==> config.mk <==
export PLATFORM = sky130hd
export DESIGN_NAME = uart_stat_word
export DESIGN_NICKNAME = d
export VERILOG_FILES = /design/src/rtl/uart_stat_pkg.sv /design/src/rtl/uart_stat_sticky.sv /design/src/rtl/uart_stat_cts.sv /design/src/rtl/uart_stat_ready.sv /design/src/rtl/uart_stat_word.sv
export SDC_FILE = /design/constraint.sdc
export NUM_CORES = 1
export LEC_CHECK = 0
export BUFFER_PORTS_ARGS = -buffer_cell sky130_fd_sc_hd__buf_2
export CAP_MARGIN = 10
export CORE_MARGIN = 5
export CORE_UTILIZATION = 39
export CTS_BUF_LIST = sky130_fd_sc_hd__clkbuf_8
export DETAILED_ROUTE_END_ITERATION = 10
export PLACE_DENSITY_LB_ADDON = 0.05
export SETUP_SLACK_MARGIN = 0.4
export SLEW_MARGIN = 20
export SYNTH_ARGS = -nofsm -noshare
export SYNTH_HDL_FRONTEND = slang
export SYNTH_HIERARCHICAL = 1
export SYNTH_SLANG_ARGS = --single-unit
==> constraint.sdc <==
create_clock -name clk -period 0.9 [get_ports clk]
set_clock_uncertainty 0.1 [all_clocks]
set_input_delay 0.18 -clock clk [delete_from_list [all_inputs] [get_ports clk]]
set_output_delay 0.18 -clock clk [all_outputs]
set_load 0.005 [all_outputs]
==> src/rtl/uart_stat_pkg.sv <==
package uart_stat_pkg;
  localparam int STAT_W    = 32;
  localparam int B_MANCH   = 24;
  localparam int B_CTS     = 23;
  localparam int B_CMP     = 22;
  localparam int B_CTSCHG  = 19;
  localparam int B_NACK    = 13;
  localparam int B_ITER    = 10;
  localparam int B_TXEMPTY = 9;
  localparam int B_TOUT    = 8;
  localparam int B_PAR     = 7;
  localparam int B_FRM     = 6;
  localparam int B_OVR     = 5;
  localparam int B_BRK     = 2;
  localparam int B_TXRDY   = 1;
  localparam int B_RXRDY   = 0;

  // flags cleared by the general clear command
  localparam int N_GEN = 6;
  typedef enum logic [2:0] {
    GF_MANCH = 3'd0,
    GF_CMP   = 3'd1,
    GF_PAR   = 3'd2,
    GF_FRM   = 3'd3,
    GF_OVR   = 3'd4,
    GF_BRK   = 3'd5
  } gen_flag_e;

  function automatic int gen_pos(input int idx);
    case (idx)
      0:       return B_MANCH;
      1:       return B_CMP;
      2:       return B_PAR;
      3:       return B_FRM;
      4:       return B_OVR;
      default: return B_BRK;
    endcase
  endfunction

  localparam logic [STAT_W-1:0] USED_MASK =
    (STAT_W'(1) << B_MANCH) | (STAT_W'(1) << B_CTS) | (STAT_W'(1) << B_CMP) |
    (STAT_W'(1) << B_CTSCHG) | (STAT_W'(1) << B_NACK) | (STAT_W'(1) << B_ITER) |
    (STAT_W'(1) << B_TXEMPTY) | (STAT_W'(1) << B_TOUT) | (STAT_W'(1) << B_PAR) |
    (STAT_W'(1) << B_FRM) | (STAT_W'(1) << B_OVR) | (STAT_W'(1) << B_BRK) |
    (STAT_W'(1) << B_TXRDY) | (STAT_W'(1) << B_RXRDY);
endpackage

==> src/rtl/uart_stat_sticky.sv <==
// Bank of sticky flags sharing one clear; a set in the clear cycle wins.
module uart_stat_sticky #(
  parameter int WIDTH = 1
) (
  input  logic             clk,
  input  logic             rst_n,
  input  logic [WIDTH-1:0] set_i,
  input  logic             clr_i,
  output logic [WIDTH-1:0] q_o
);
  logic [WIDTH-1:0] q_r;

  always_ff @(posedge clk or negedge rst_n) begin
    if (!rst_n) q_r <= '0;
    else        q_r <= set_i | (clr_i ? '0 : q_r);
  end

  assign q_o = q_r;
endmodule

==> src/rtl/uart_stat_cts.sv <==
// Synchronizer, live level image and read-cleared change flag for CTS.
module uart_stat_cts #(
  parameter int STAGES = 2
) (
  input  logic clk,
  input  logic rst_n,
  input  logic cts_in,
  input  logic rd_strobe,
  output logic level_o,
  output logic chg_o
);
  localparam int LAST = STAGES - 1;

  logic [LAST:0] sync_r;
  logic          prev_r;
  logic          chg_r;
  logic          edge_w;

  generate
    if (STAGES == 1) begin : g_one
      always_ff @(posedge clk or negedge rst_n) begin
        if (!rst_n) sync_r <= '0;
        else        sync_r <= cts_in;
      end
    end else begin : g_chain
      always_ff @(posedge clk or negedge rst_n) begin
        if (!rst_n) sync_r <= '0;
        else        sync_r <= {sync_r[LAST-1:0], cts_in};
      end
    end
  endgenerate

  assign edge_w = sync_r[LAST] ^ prev_r;

  always_ff @(posedge clk or negedge rst_n) begin
    if (!rst_n) begin
      prev_r <= 1'b0;
      chg_r  <= 1'b0;
    end else begin
      prev_r <= sync_r[LAST];
      if (edge_w)         chg_r <= 1'b1;
      else if (rd_strobe) chg_r <= 1'b0;
    end
  end

  assign level_o = sync_r[LAST];
  assign chg_o   = chg_r;
endmodule

==> src/rtl/uart_stat_ready.sv <==
// Transmit empty, transmit ready and receive ready flags, all registered.
module uart_stat_ready (
  input  logic clk,
  input  logic rst_n,
  input  logic fifo_mode,
  input  logic tx_enable,
  input  logic tx_hold_full,
  input  logic tx_shift_busy,
  input  logic tx_brk_pending,
  input  logic thr_write,
  input  logic tx_fifo_full,
  input  logic rx_enable,
  input  logic rx_char_done,
  input  logic rhr_read,
  input  logic rx_fifo_empty,
  output logic txempty_o,
  output logic txrdy_o,
  output logic rxrdy_o
);
  logic txempty_r, txrdy_r, rxrdy_r, rx_pend_r;
  logic rx_pend_n, hold_free;

  assign hold_free = tx_enable & ~tx_hold_full & ~thr_write;
  assign rx_pend_n = rx_char_done | (rhr_read ? 1'b0 : rx_pend_r);

  always_ff @(posedge clk or negedge rst_n) begin
    if (!rst_n) begin
      txempty_r <= 1'b0;
      txrdy_r   <= 1'b0;
      rxrdy_r   <= 1'b0;
      rx_pend_r <= 1'b0;
    end else begin
      txempty_r <= hold_free & ~tx_shift_busy;
      txrdy_r   <= fifo_mode ? ~tx_fifo_full : (hold_free & ~tx_brk_pending);
      rx_pend_r <= rx_pend_n;
      rxrdy_r   <= fifo_mode ? ~rx_fifo_empty : (rx_enable & rx_pend_n);
    end
  end

  assign txempty_o = txempty_r;
  assign txrdy_o   = txrdy_r;
  assign rxrdy_o   = rxrdy_r;
endmodule

==> src/rtl/uart_stat_word.sv <==
module uart_stat_word
  import uart_stat_pkg::*;
#(
  parameter int CTS_STAGES = 2
) (
  input  logic              clk,
  input  logic              rst_n,
  input  logic              ev_manch_err,
  input  logic              ev_cmp_match,
  input  logic              ev_parity_err,
  input  logic              ev_frame_err,
  input  logic              ev_overrun,
  input  logic              ev_break,
  input  logic              ev_nack,
  input  logic              ev_iter_limit,
  input  logic              ev_timeout,
  input  logic              tout_reload_zero,
  input  logic              cmd_clr_status,
  input  logic              cmd_clr_nack,
  input  logic              cmd_clr_iter,
  input  logic              cmd_start_timeout,
  input  logic              cts_in,
  input  logic              fifo_mode,
  input  logic              tx_enable,
  input  logic              tx_hold_full,
  input  logic              tx_shift_busy,
  input  logic              tx_brk_pending,
  input  logic              thr_write,
  input  logic              tx_fifo_full,
  input  logic              rx_enable,
  input  logic              rx_char_done,
  input  logic              rhr_read,
  input  logic              rx_fifo_empty,
  input  logic              rd_strobe,
  output logic [STAT_W-1:0] status_word,
  output logic [STAT_W-1:0] rd_data
);
  logic [N_GEN-1:0] gen_set, gen_q;
  logic             nack_q, iter_q, tout_r;
  logic             cts_lvl, cts_chg;
  logic             txempty, txrdy, rxrdy;
  logic [STAT_W-1:0] word_w, rd_r;

  always_comb begin
    gen_set           = '0;
    gen_set[GF_MANCH] = ev_manch_err;
    gen_set[GF_CMP]   = ev_cmp_match;
    gen_set[GF_PAR]   = ev_parity_err;
    gen_set[GF_FRM]   = ev_frame_err;
    gen_set[GF_OVR]   = ev_overrun;
    gen_set[GF_BRK]   = ev_break;
  end

  uart_stat_sticky #(.WIDTH(N_GEN)) u_gen (
    .clk(clk), .rst_n(rst_n), .set_i(gen_set), .clr_i(cmd_clr_status), .q_o(gen_q));

  uart_stat_sticky #(.WIDTH(1)) u_nack (
    .clk(clk), .rst_n(rst_n), .set_i(ev_nack), .clr_i(cmd_clr_nack), .q_o(nack_q));

  uart_stat_sticky #(.WIDTH(1)) u_iter (
    .clk(clk), .rst_n(rst_n), .set_i(ev_iter_limit), .clr_i(cmd_clr_iter), .q_o(iter_q));

  // timeout: zero reload forces clear, else expiry beats restart
  always_ff @(posedge clk or negedge rst_n) begin
    if (!rst_n)                 tout_r <= 1'b0;
    else if (tout_reload_zero)  tout_r <= 1'b0;
    else if (ev_timeout)        tout_r <= 1'b1;
    else if (cmd_start_timeout) tout_r <= 1'b0;
  end

  uart_stat_cts #(.STAGES(CTS_STAGES)) u_cts (
    .clk(clk), .rst_n(rst_n), .cts_in(cts_in), .rd_strobe(rd_strobe),
    .level_o(cts_lvl), .chg_o(cts_chg));

  uart_stat_ready u_rdy (
    .clk(clk), .rst_n(rst_n), .fifo_mode(fifo_mode),
    .tx_enable(tx_enable), .tx_hold_full(tx_hold_full), .tx_shift_busy(tx_shift_busy),
    .tx_brk_pending(tx_brk_pending), .thr_write(thr_write), .tx_fifo_full(tx_fifo_full),
    .rx_enable(rx_enable), .rx_char_done(rx_char_done), .rhr_read(rhr_read),
    .rx_fifo_empty(rx_fifo_empty),
    .txempty_o(txempty), .txrdy_o(txrdy), .rxrdy_o(rxrdy));

  always_comb begin
    word_w = '0;
    for (int i = 0; i < N_GEN; i++) word_w[gen_pos(i)] = gen_q[i];
    word_w[B_NACK]    = nack_q;
    word_w[B_ITER]    = iter_q;
    word_w[B_TOUT]    = tout_r;
    word_w[B_CTS]     = cts_lvl;
    word_w[B_CTSCHG]  = cts_chg;
    word_w[B_TXEMPTY] = txempty;
    word_w[B_TXRDY]   = txrdy;
    word_w[B_RXRDY]   = rxrdy;
  end

  always_ff @(posedge clk or negedge rst_n) begin
    if (!rst_n)         rd_r <= '0;
    else if (rd_strobe) rd_r <= word_w;
  end

  assign status_word = word_w;
  assign rd_data     = rd_r;
endmodule

==> results of run 1 <==
==> cell usage after synthesis (all sizes together) <==
cell type  count
or3            1
a31o           1
mux2          14
o21ai          2
nor2           2
or3b           1
inv            7
a21o           9
nand2b         1
xnor2          1
buf           45
dfrtp         31
conb           1
a21oi          1
==> timing repair <==
item                                   in CTS  in global routing
endpoints found under the hold margin      44                 40
setup endpoints to repair                  58                 58
buffers inserted                           14                  2
resized for setup                          11                  8
==> metal layers <==
metal / part of all wire [%] / up-vias / global-route usage [%]
met3: 10 / 5 / 3.84
li1: - / 444 / -
met1: 38 / 455 / 13.5
met4: 1.9 / 0 / 6.89
met5: 0 / - / 0
met2: 50 / 55 / 17.6
==> final cells by class <==
cell class                 count  area, um2  area share [%]
inverter                       7       26.3            1.33
multi-input combinational     69        493            25.0
clock inverter                 2       35.0            1.77
timing repair buffer          77        503            25.5
sequential                    31        776            39.3
clock buffer                   6       82.6            4.18
tap                           48       60.1            3.04
==> metrics by stage <==
stage / util (%) / area (um2)
6_report: 54.8 / 1980
5_1_grt: 54.8 / 1980
4_1_cts: 53.4 / 1930
3_5_place_dp: 45.9 / 1660
3_3_place_gp: 45.9 / 1660
2_1_floorplan: - / 1630
==> registers in the layout (all words and copies together) (netlist names) <==
name and cells:
u_nack/q_o 1, u_rdy/txrdy_o 1, u_gen/q_o 6, u_cts/sync_r 2
u_iter/q_o 1, rd_data 14, u_cts/chg_o 1, u_cts/prev_r 1
u_rdy/rxrdy_o 1, tout_r 1, u_rdy/rx_pend_r 1, u_rdy/txempty_o 1
==> path summary, 6_finish.rpt <==
kind / startpoint / to / slack [ns]
setup / recovery: u_gen/q_o[4]$_DFF_PN0_ / status_word[5] / -0.19
hold / removal: rst_n / rd_data[13]$_DFFE_PN0P_ / -0.26
setup reg to reg: u_gen/q_o[5]$_DFF_PN0_ / rd_data[2]$_DFFE_PN0P_ / -0.08
hold reg to reg: u_cts/sync_r[0]$_DFF_PN0_ / u_cts/sync_r[1]$_DFF_PN0_ / 0.25
max in group asynchronous: rst_n / u_rdy/txempty_o$_DFF_PN0_ / 0.79
min in group clk: cts_in / u_cts/sync_r[0]$_DFF_PN0_ / -0.09
==> kinds of logic after synthesis <==
| logic type | after synthesis | synth area share [%] |
|---|---|---|
| flops | 31 | 54.0 |
| buf+inv | 52 | 25.6 |
| mux | 14 | 11.0 |
| other cells | 1 | 0.261 |
| compound gates | 13 | 6.61 |
| simple gates | 5 | 2.00 |
| xor+xnor | 1 | 0.609 |
==> power by group through the flow <==
stage / clock (mW) / combinational (mW) / sequential (mW)
CTS: 1.43 / 0.567 / 1.57
global route: 1.47 / 0.660 / 1.59
finish: 1.38 / 0.598 / 1.58
floorplan: 0 / 0.350 / 1.61
detailed placement: 0 / 0.456 / 1.60
global placement: 0 / 0.448 / 1.60
==> impl_summary.txt, run 1 <==
----------------------------------------------------
[Synthesis]
  Cell type with the highest aggregate area in the netlist ... dfrtp_1
  #FFs+latches synth ... 31
  Area of the mapped netlist ... roughly 1400 um2
  Sequential share of the synthesized area ... 54.0%
  Total of warnings raised by yosys ... 6
  Netlist cell types ... 17
  Largest cells by area after synthesis ... dfrtp_1, buf_4, mux2_2, a21o_1, inv_1
  Cell count after synthesis ... between 100 and 150
  Synth top area share ... around 54%
  Per-instance average area after synthesis ... 12.3 um2

[Power and ir drop]
  Total leakage power ... approximately 1.1 nW
  Power dissipated by switching net loads ... between 0.7 and 0.8 mW
  Clk network pwr share ... about two fifths
  Internal power ... approximately 2.8 mW
  Switching Fraction ... between 20% and 30%
  Logic pwr share ... approximately 17%
  Peak supply drop ... around 880 uV
  Total power per unit cell area ... ~1800 nW/um2
  Proportion of power drawn by flip-flops and latches ... between 40 and 50%
  Total power after layout ... around 3.6 mW

[Setup path]
  Worst-path cell with the longest stage delay ... dfrtp_1
  Largest stage delay, worst path ... 0.39 ns
  Worst Path Max Fanout ... 2
  Number of logic stages on the critical path including buffering ... 1
  Worst Setup Start Kind ... flip-flop
  Sort of element at the end of the critical path ... primary output
  Worst setup path category ... flip-flop to primary output
  Crit path max-delay family ... flip-flops
  FF-to-FF path depth ... 2
  Arrival time at the worst endpoint ... 0.81 ns
  WP buf/inv ... 1
  CP Data Required Time ... about 0.62 ns
  Critical Path, Cell by Cell ... buf_2

[Floorplanning]
  Number of placement rows ... 22
  Effective utilization at floorplan ... roughly two fifths
  Placeable core region ... between 3000 and 4000 um2
  Area of the die ... between 5000 and 6000 um2
  Die Height ... about 71 um
  Count of pins on the block boundary ... slightly above 90
  Horizontal die dimension ... 70.7 um

[Layout]
  Most frequent cells in the layout ... buf_2, conb_1, dfrtp_1
  Most frequent standard cell in the layout excluding fill and tap cells ... buf_2
  Antenna diode instance count ... 0
  # nets final ... 220
  Filler Cells Inserted ... 338
  Synthesis-to-finish area growth ... 37.4%
  Fraction of final layout cells with drive strength greater than 1 ... 55.7%
  Cell Count, Final, Fillers Out ... 240

[Clock tree]
  Clock insertion delay at the later pin of the skew report ... between 0.2 and 0.3 ns
  Buffer levels on the longest clock path ... 2
  H-Tree Depth ... 2
  Clock root buffer ... clkbuf_8
  Clock transition at path regs ... approximately 0.070 ns
  Clk sinks ... 31
  Clock buffer count from CTS ... 5
  Clock tree from TritonCTS ... yes

[Detailed routing]
  DR DRC count ... 0
  Post-Route WL ... ~2900 um
  Via-to-Cell Ratio ... roughly 4
  DR vias ... ~960
  Count of antenna-violating nets left after detailed routing ... 0
  Routed length per instance ... between 10 and 15 um
  Number of iterations in the first detailed-routing pass ... 4
  1st-iter DRT viols ... 18

[GRT]
  Maximum number of pins on one net before global-route repair ... 32
  Global-route usage over all layers ... a little under an eighth
  Antenna violations before repair ... 0
  Via count of the first global-routing pass ... ~950
  Overflow left after global routing ... 0
  Wire length of the first global-routing pass ... between 4000 and 5000 um

[Placed design]
  Number of buffers inserted by port buffering ... 56
  GP Congestion ... about 0.77
  Placed Cells ... about 220
  Detailed-placement wirelength estimate ... 2100 um
  Post-placement setup slack ... -0.318 ns

[Hold path]
  Kind of path behind the tightest hold check ... input pin to async pin

[STA]
  Maximum achievable frequency ... about 920 MHz
  Finish-stage setup viols ... 41
  Setup repair after global routing missed its margin ... yes
  Part of the cycle the worst path needs ... 121%
  Minimum setup slack in the final design ... -0.186 ns
  Min Tclk post-route ... 1.09 ns
  Worst-case hold slack ... -0.261 ns
  Number of hold violations in the final report ... 42
  Number of pins exceeding their max-slew limit in the final report ... 0
  Sum of negative setup slack ... -5.50 ns

[Job]
  Max-capacitance violation count ... 0

[Run status]
  Failing checks ... negative hold slack, negative setup slack
  Status ... finished with violations

----------------------------------------------------
(Power assumes the default switching activity.)
==> inputs of run 2 (changes only) <==
CORE_UTILIZATION = 45   (was 39)
REMOVE_ABC_BUFFERS = 1   (was default)
SKIP_CTS_REPAIR_TIMING = 1   (was default)
clock period = 1.3 ns   (was 0.9 ns; I/O delays follow)
==> impl_summary.txt, run 2 (synthesis gave the netlist of run 1 again) <==
----------------------------------------------------
[GRT]
  Global-route usage over all layers ... 12.0% (+0.65 points)
  Wire length of the first global-routing pass ... 3800 um (-14%)
  Via count of the first global-routing pass ... 921 (-3.0%)
  Antenna violations before repair ... 0 (unchanged)
  GR Layer Usage met3 ... 5.06% (+1.2 points)
  Met2 Use GR ... 19.8% (+2.2 points)
  Overflow left after global routing ... 0 (unchanged)
  Routing layer with the top usage in global route ... met2
  Maximum number of pins on one net before global-route repair ... 19 (-41%)
  GRT met1 Usage ... 12.3% (-1.1 points)

[Layout]
  # nets final ... 208 (-5.5%)
  Max reg flops ... 14 (unchanged)
  Synthesis-to-finish area growth ... 23.9%
  Antenna diode instance count ... 0 (unchanged)
  Core utilization of the finished layout ... 58.4% (+3.6 points)
  Fraction of final layout cells with drive strength greater than 1 ... 49.4% (-6.3 points)
  Most frequent standard cell in the layout excluding fill and tap cells ... buf_2
  Most frequent cells in the layout ... buf_2, conb_1, dfrtp_1

[Hold path]
  Kind of path behind the tightest hold check ... input pin to async pin

[Floorplanning]
  Area of the die ... 4420 um2 (-12%)
  Count of pins on the block boundary ... 93 (unchanged)
  Effective utilization at floorplan ... 47.1% (+7.2 points)
  Die Height ... 66.5 um (-5.9%)
  Placeable core region ... 3050 um2 (-15%)
  Horizontal die dimension ... 66.5 um (-5.9%)
  Number of placement rows ... 20 (-9.1%)

[Detailed routing]
  1st-iter DRT viols ... 2 (-16)
  DR DRC count ... 0 (unchanged)
  Routed length per instance ... 11.5 um (-5.1%)
  DR vias ... 919 (-4.2%)
  Post-Route WL ... 2570 um (-11%)
  Via-to-Cell Ratio ... 4.10 (+2.7%)
  Count of antenna-violating nets left after detailed routing ... 0 (unchanged)
  Number of iterations in the first detailed-routing pass ... 3 (-1)

[STA]
  Maximum achievable frequency ... 858 MHz
  Setup repair after global routing missed its margin ... yes
  Part of the cycle the worst path needs ... between 80% and 90%
  Worst-case hold slack ... -0.220 ns (+0.0409 ns)
  Number of pins exceeding their max-slew limit in the final report ... 0 (unchanged)
  Finish-stage setup viols ... 0 (-100%)
  Min Tclk post-route ... between 1 and 1.5 ns
  Number of hold violations in the final report ... 13 (-69%)

[Clock tree]
  Clock transition at path regs ... 0.06 ns (about the same)
  Clock insertion delay at the later pin of the skew report ... 0.27 ns (about the same)
  H-Tree Depth ... 2 (unchanged)
  Clock tree from TritonCTS ... yes
  Clock root buffer ... clkbuf_8
  Clock buffer count from CTS ... 5 (unchanged)
  Buffer levels on the longest clock path ... 2 (unchanged)
  Clk sinks ... 31 (unchanged)

[Setup path]
  Startpoint of the most critical register-to-register path ... u_gen/q_o[0]$_DFF_PN0_
  Critical Path, Cell by Cell ... buf_2
  Arrival time at the worst endpoint ... 0.81 ns (about the same)
  Worst Setup Start Kind ... flip-flop
  WP buf/inv ... 1 (unchanged)
  Worst Path Max Fanout ... 4 (+2)
  Worst setup path category ... flip-flop to primary output
  Largest stage delay, worst path ... 0.40 ns (about the same)
  Crit path max-delay family ... flip-flops
  CP Data Required Time ... 0.94 ns (+0.32 ns)
  Sort of element at the end of the critical path ... primary output
  R2r endpoint ... rd_data[24]$_DFFE_PN0P_
  FF-to-FF path depth ... 2 (unchanged)
  Worst-path cell with the longest stage delay ... dfrtp_1
  Reg2Reg Setup Slack ... 0.33 ns (+0.41 ns)

[Power and ir drop]
  Peak supply drop ... 685 uV (-22%)
  Total power after layout ... 2.20 mW (-38%)
  Total leakage power ... 0.977 nW (-11%)
  Total power per unit cell area ... 1230 nW/um2 (-31%)

[Job]
  Max-capacitance violation count ... 0 (unchanged)

[Placed design]
  Detailed-placement wirelength estimate ... 1970 um (-6.1%)
  GP Congestion ... 0.632 (-18%)
  Number of buffers inserted by port buffering ... 56 (unchanged)

[Run status]
  Status ... finished with violations
  Failing checks ... negative hold slack

----------------------------------------------------
## run 2: changes by cell type in the layout (fill, tap and decap cells not counted), sizes merged
cell,previous run,this run
clkinv,1,0
clkbuf,6,8
inv,7,8
dlygate4sd3,0,1
buf,77,63
bufinv,1,0
## run 2: worst max-delay path by stage
| stage | from | to | slack [ns] | cells past startpoint |
|---|---|---|---|---|
| after floorplan | tx_hold_full | u_rdy/txrdy_o$_DFF_PN0_ | 0.12 | 3 |
| after global placement | tx_hold_full | u_rdy/txrdy_o$_DFF_PN0_ | 0.02 | 4 |
| after detailed placement | tx_hold_full | u_rdy/txrdy_o$_DFF_PN0_ | -0.002 | 4 |
| after CTS | u_cts/sync_r[1]$_DFF_PN0_ | status_word[23] | 0.1 | 1 |
| after global routing | u_cts/sync_r[1]$_DFF_PN0_ | status_word[23] | 0.09 | 1 |
| final | u_cts/sync_r[1]$_DFF_PN0_ | status_word[23] | 0.13 | 1 |
## run 2: cell type report
| class | count | area, um2 |
|---|---|---|
| Inverter | 7 | 26.3 |
| Tap cell | 44 | 55.1 |
| Multi-Input combinational cell | 69 | 444 |
| Timing Repair Buffer | 65 | 380 |
| Clock inverter | 1 | 3.75 |
| Fill cell | 291 | 1270 |
| Clock buffer | 7 | 96.3 |
| Sequential cell | 31 | 776 |
## run 2: routing by layer
metal / routed length [um] / vias up
met1: 955 / 433
li1: - / 417
met2: 1250 / 64
met5: 0 / -
met3: 305 / 5
met4: 52 / 0
## run 2: power breakdown
| part | switching [mW] | internal (mW) | total [mW] |
|---|---|---|---|
| Combinational | 0.140 | 0.183 | 0.323 |
| Sequential | 0.0431 | 1.05 | 1.09 |
| Clock | 0.311 | 0.474 | 0.784 |
## run 2: metrics by stage
stage	setup TNS, ns	cells	setup WS, ns	cell area [um2]
floorplan	0	107	0.123	1230
global placement	0	208	0.0223	1580
detailed placement	-0.00191	208	-0.00191	1580
CTS	0	216	0.0981	1680
global route	0	224	0.0943	1780
finish	0	224	0.134	1780
==> inputs of run 3 (changes only) <==
CORE_UTILIZATION = 29   (was 45)
HOLD_SLACK_MARGIN = 0.02   (was default)
==> impl_summary.txt, run 3 (synthesis gave the netlist of run 1 again) <==
----------------------------------------------------
[Clock tree]
  Clk sinks ... 31 (unchanged)
  Clock insertion delay at the later pin of the skew report ... 0.27 ns (about the same)
  Buffer levels on the longest clock path ... 2 (unchanged)
  Clock tree from TritonCTS ... yes
  H-Tree Depth ... 2 (unchanged)
  Clock transition at path regs ... 0.06 ns (about the same)
  Clock buffer count from CTS ... 5 (unchanged)
  Clock root buffer ... clkbuf_8

[Layout]
  Core utilization of the finished layout ... 37.8% (-21 points)
  Max reg flops ... 14 (unchanged)
  # nets final ... 207 (-0.48%)
  Synthesis-to-finish area growth ... 24.9%
  Most frequent cells in the layout ... buf_2, conb_1, dfrtp_1
  Cell Count, Final, Fillers Out ... 246 (+9.8%)
  Antenna diode instance count ... 0 (unchanged)
  Multi-input gate area ... 437 um2 (-1.7%)
  Fraction of final layout cells with drive strength greater than 1 ... 49.2% (-0.28 points)
  Most frequent standard cell in the layout excluding fill and tap cells ... buf_2
  Reg area ... 776 um2 (unchanged)
  Filler Cells Inserted ... 480 (+65%)

[GRT]
  Wire length of the first global-routing pass ... 4350 um (+15%)
  Maximum number of pins on one net before global-route repair ... 18 (-1)
  Via count of the first global-routing pass ... 923 (+0.22%)
  Overflow left after global routing ... 0 (unchanged)
  Antenna violations before repair ... 0 (unchanged)
  Global-route usage over all layers ... 9.09% (-2.9 points)

[Power and ir drop]
  Total leakage power ... 0.962 nW (-1.5%)
  Total power per unit cell area ... 1230 nW/um2 (-0.67%)
  Total power after layout ... 2.20 mW (about the same)
  Peak supply drop ... 385 uV (-44%)

[Detailed routing]
  Count of antenna-violating nets left after detailed routing ... 0 (unchanged)
  DR vias ... 914 (-0.54%)
  Via-to-Cell Ratio ... 3.72 (-9.4%)
  1st-iter DRT viols ... 3 (+1)
  Number of iterations in the first detailed-routing pass ... 4 (+1)
  DR DRC count ... 0 (unchanged)
  Routed length per instance ... 11.4 um (-0.68%)
  Post-Route WL ... 2800 um (+9.1%)

[STA]
  Finish-stage setup viols ... 0 (unchanged)
  Sum of negative setup slack ... 0 ns (unchanged)
  Setup repair after global routing missed its margin ... yes
  Worst-case hold slack ... -0.205 ns (+0.0148 ns)
  Minimum setup slack in the final design ... 0.138 ns (+0.00419 ns)
  Number of pins exceeding their max-slew limit in the final report ... 0 (unchanged)
  Maximum achievable frequency ... 861 MHz (+0.36%)
  Min Tclk post-route ... 1.16 ns (-0.00419 ns)
  Part of the cycle the worst path needs ... 89.4% (-0.32 points)
  Number of hold violations in the final report ... 14 (+1)

[Setup path]
  Crit path max-delay family ... flip-flops
  Worst Path Max Fanout ... 3 (-1)
  Crit path from ... u_cts/sync_r[1]$_DFF_PN0_
  Sort of element at the end of the critical path ... primary output
  Worst-path cell with the longest stage delay ... dfrtp_1
  WP buf/inv ... 1 (unchanged)
  Arrival time at the worst endpoint ... 0.80 ns (about the same)
  CP Data Required Time ... 0.94 ns (about the same)
  Worst setup path category ... flip-flop to primary output
  Worst Setup Start Kind ... flip-flop
  Startpoint of the most critical register-to-register path ... u_gen/q_o[4]$_DFF_PN0_
  Largest stage delay, worst path ... 0.40 ns (about the same)
  Critical Path, Cell by Cell ... buf_2
  Reg2Reg Setup Slack ... 0.33 ns (about the same)

[Placed design]
  Number of buffers inserted by port buffering ... 56 (unchanged)
  GP Congestion ... 0.600 (-5.1%)
  Placed Cells ... 231 (+11%)
  Post-placement setup slack ... 0.00575 ns (+0.00766 ns)
  Detailed-placement wirelength estimate ... 2190 um (+11%)

[Floorplanning]
  Area of the die ... 6470 um2 (+46%)
  Horizontal die dimension ... 80.4 um (+21%)
  Count of pins on the block boundary ... 93 (unchanged)
  Die Height ... 80.4 um (+21%)
  Effective utilization at floorplan ... 30.2% (-17 points)
  Number of placement rows ... 25 (+25%)
  Placeable core region ... 4750 um2 (+56%)

[Run status]
  Status ... finished with violations
  Failing checks ... negative hold slack

[Hold path]
  Kind of path behind the tightest hold check ... input pin to async pin

[Job]
  Max-capacitance violation count ... 0 (unchanged)

----------------------------------------------------
run 3: cell count changes in the layout (fill, tap and decap cells not counted), sizes merged:
cell,change
buf,-1
run 3: per-stage QoR:
step	cell area (um2)	hold slack (ns)
finish	1800	-0.205
global route	1800	-0.187
CTS	1710	-0.203
detailed placement	1610	0.101
global placement	1610	0.0981
floorplan	1230	-0.136
run 3: area by class of cell:
cell class	count	share of cell area [%]
repair buffers	64	20.8
multi-input cells	69	24.3
flip-flops and latches	31	43.2
clock buffers	7	5.37
clock inverters	1	0.209
inverters	7	1.46
well taps	67	4.67
run 3: final timing paths:
check / depth (start not counted) / endpoint
max in group asynchronous: 2 / u_iter/q_o$_DFF_PN0_
min in group clk: 2 / tout_r$_DFFE_PN0P_
max reg2reg: 2 / rd_data[5]$_DFFE_PN0P_
min reg2reg: 0 / u_cts/sync_r[1]$_DFF_PN0_
min: 1 / rd_data[8]$_DFFE_PN0P_
max: 1 / status_word[23]
run 3: routing by layer:
| metal | wire length (um) | GRT usage (%) | vias up |
|---|---|---|---|
| met3 | 380 | 4.93 | 6 |
| met5 | 0 | 0 | - |
| met4 | 43 | 4.05 | 0 |
| met2 | 1280 | 14.8 | 65 |
| li1 | - | - | 424 |
| met1 | 1090 | 9.62 | 419 |
run 3: power by group:
group          internal (mW)  switching (mW)
clock                  0.474           0.322
combinational          0.175           0.141
sequential              1.05          0.0411
total                   1.70           0.504
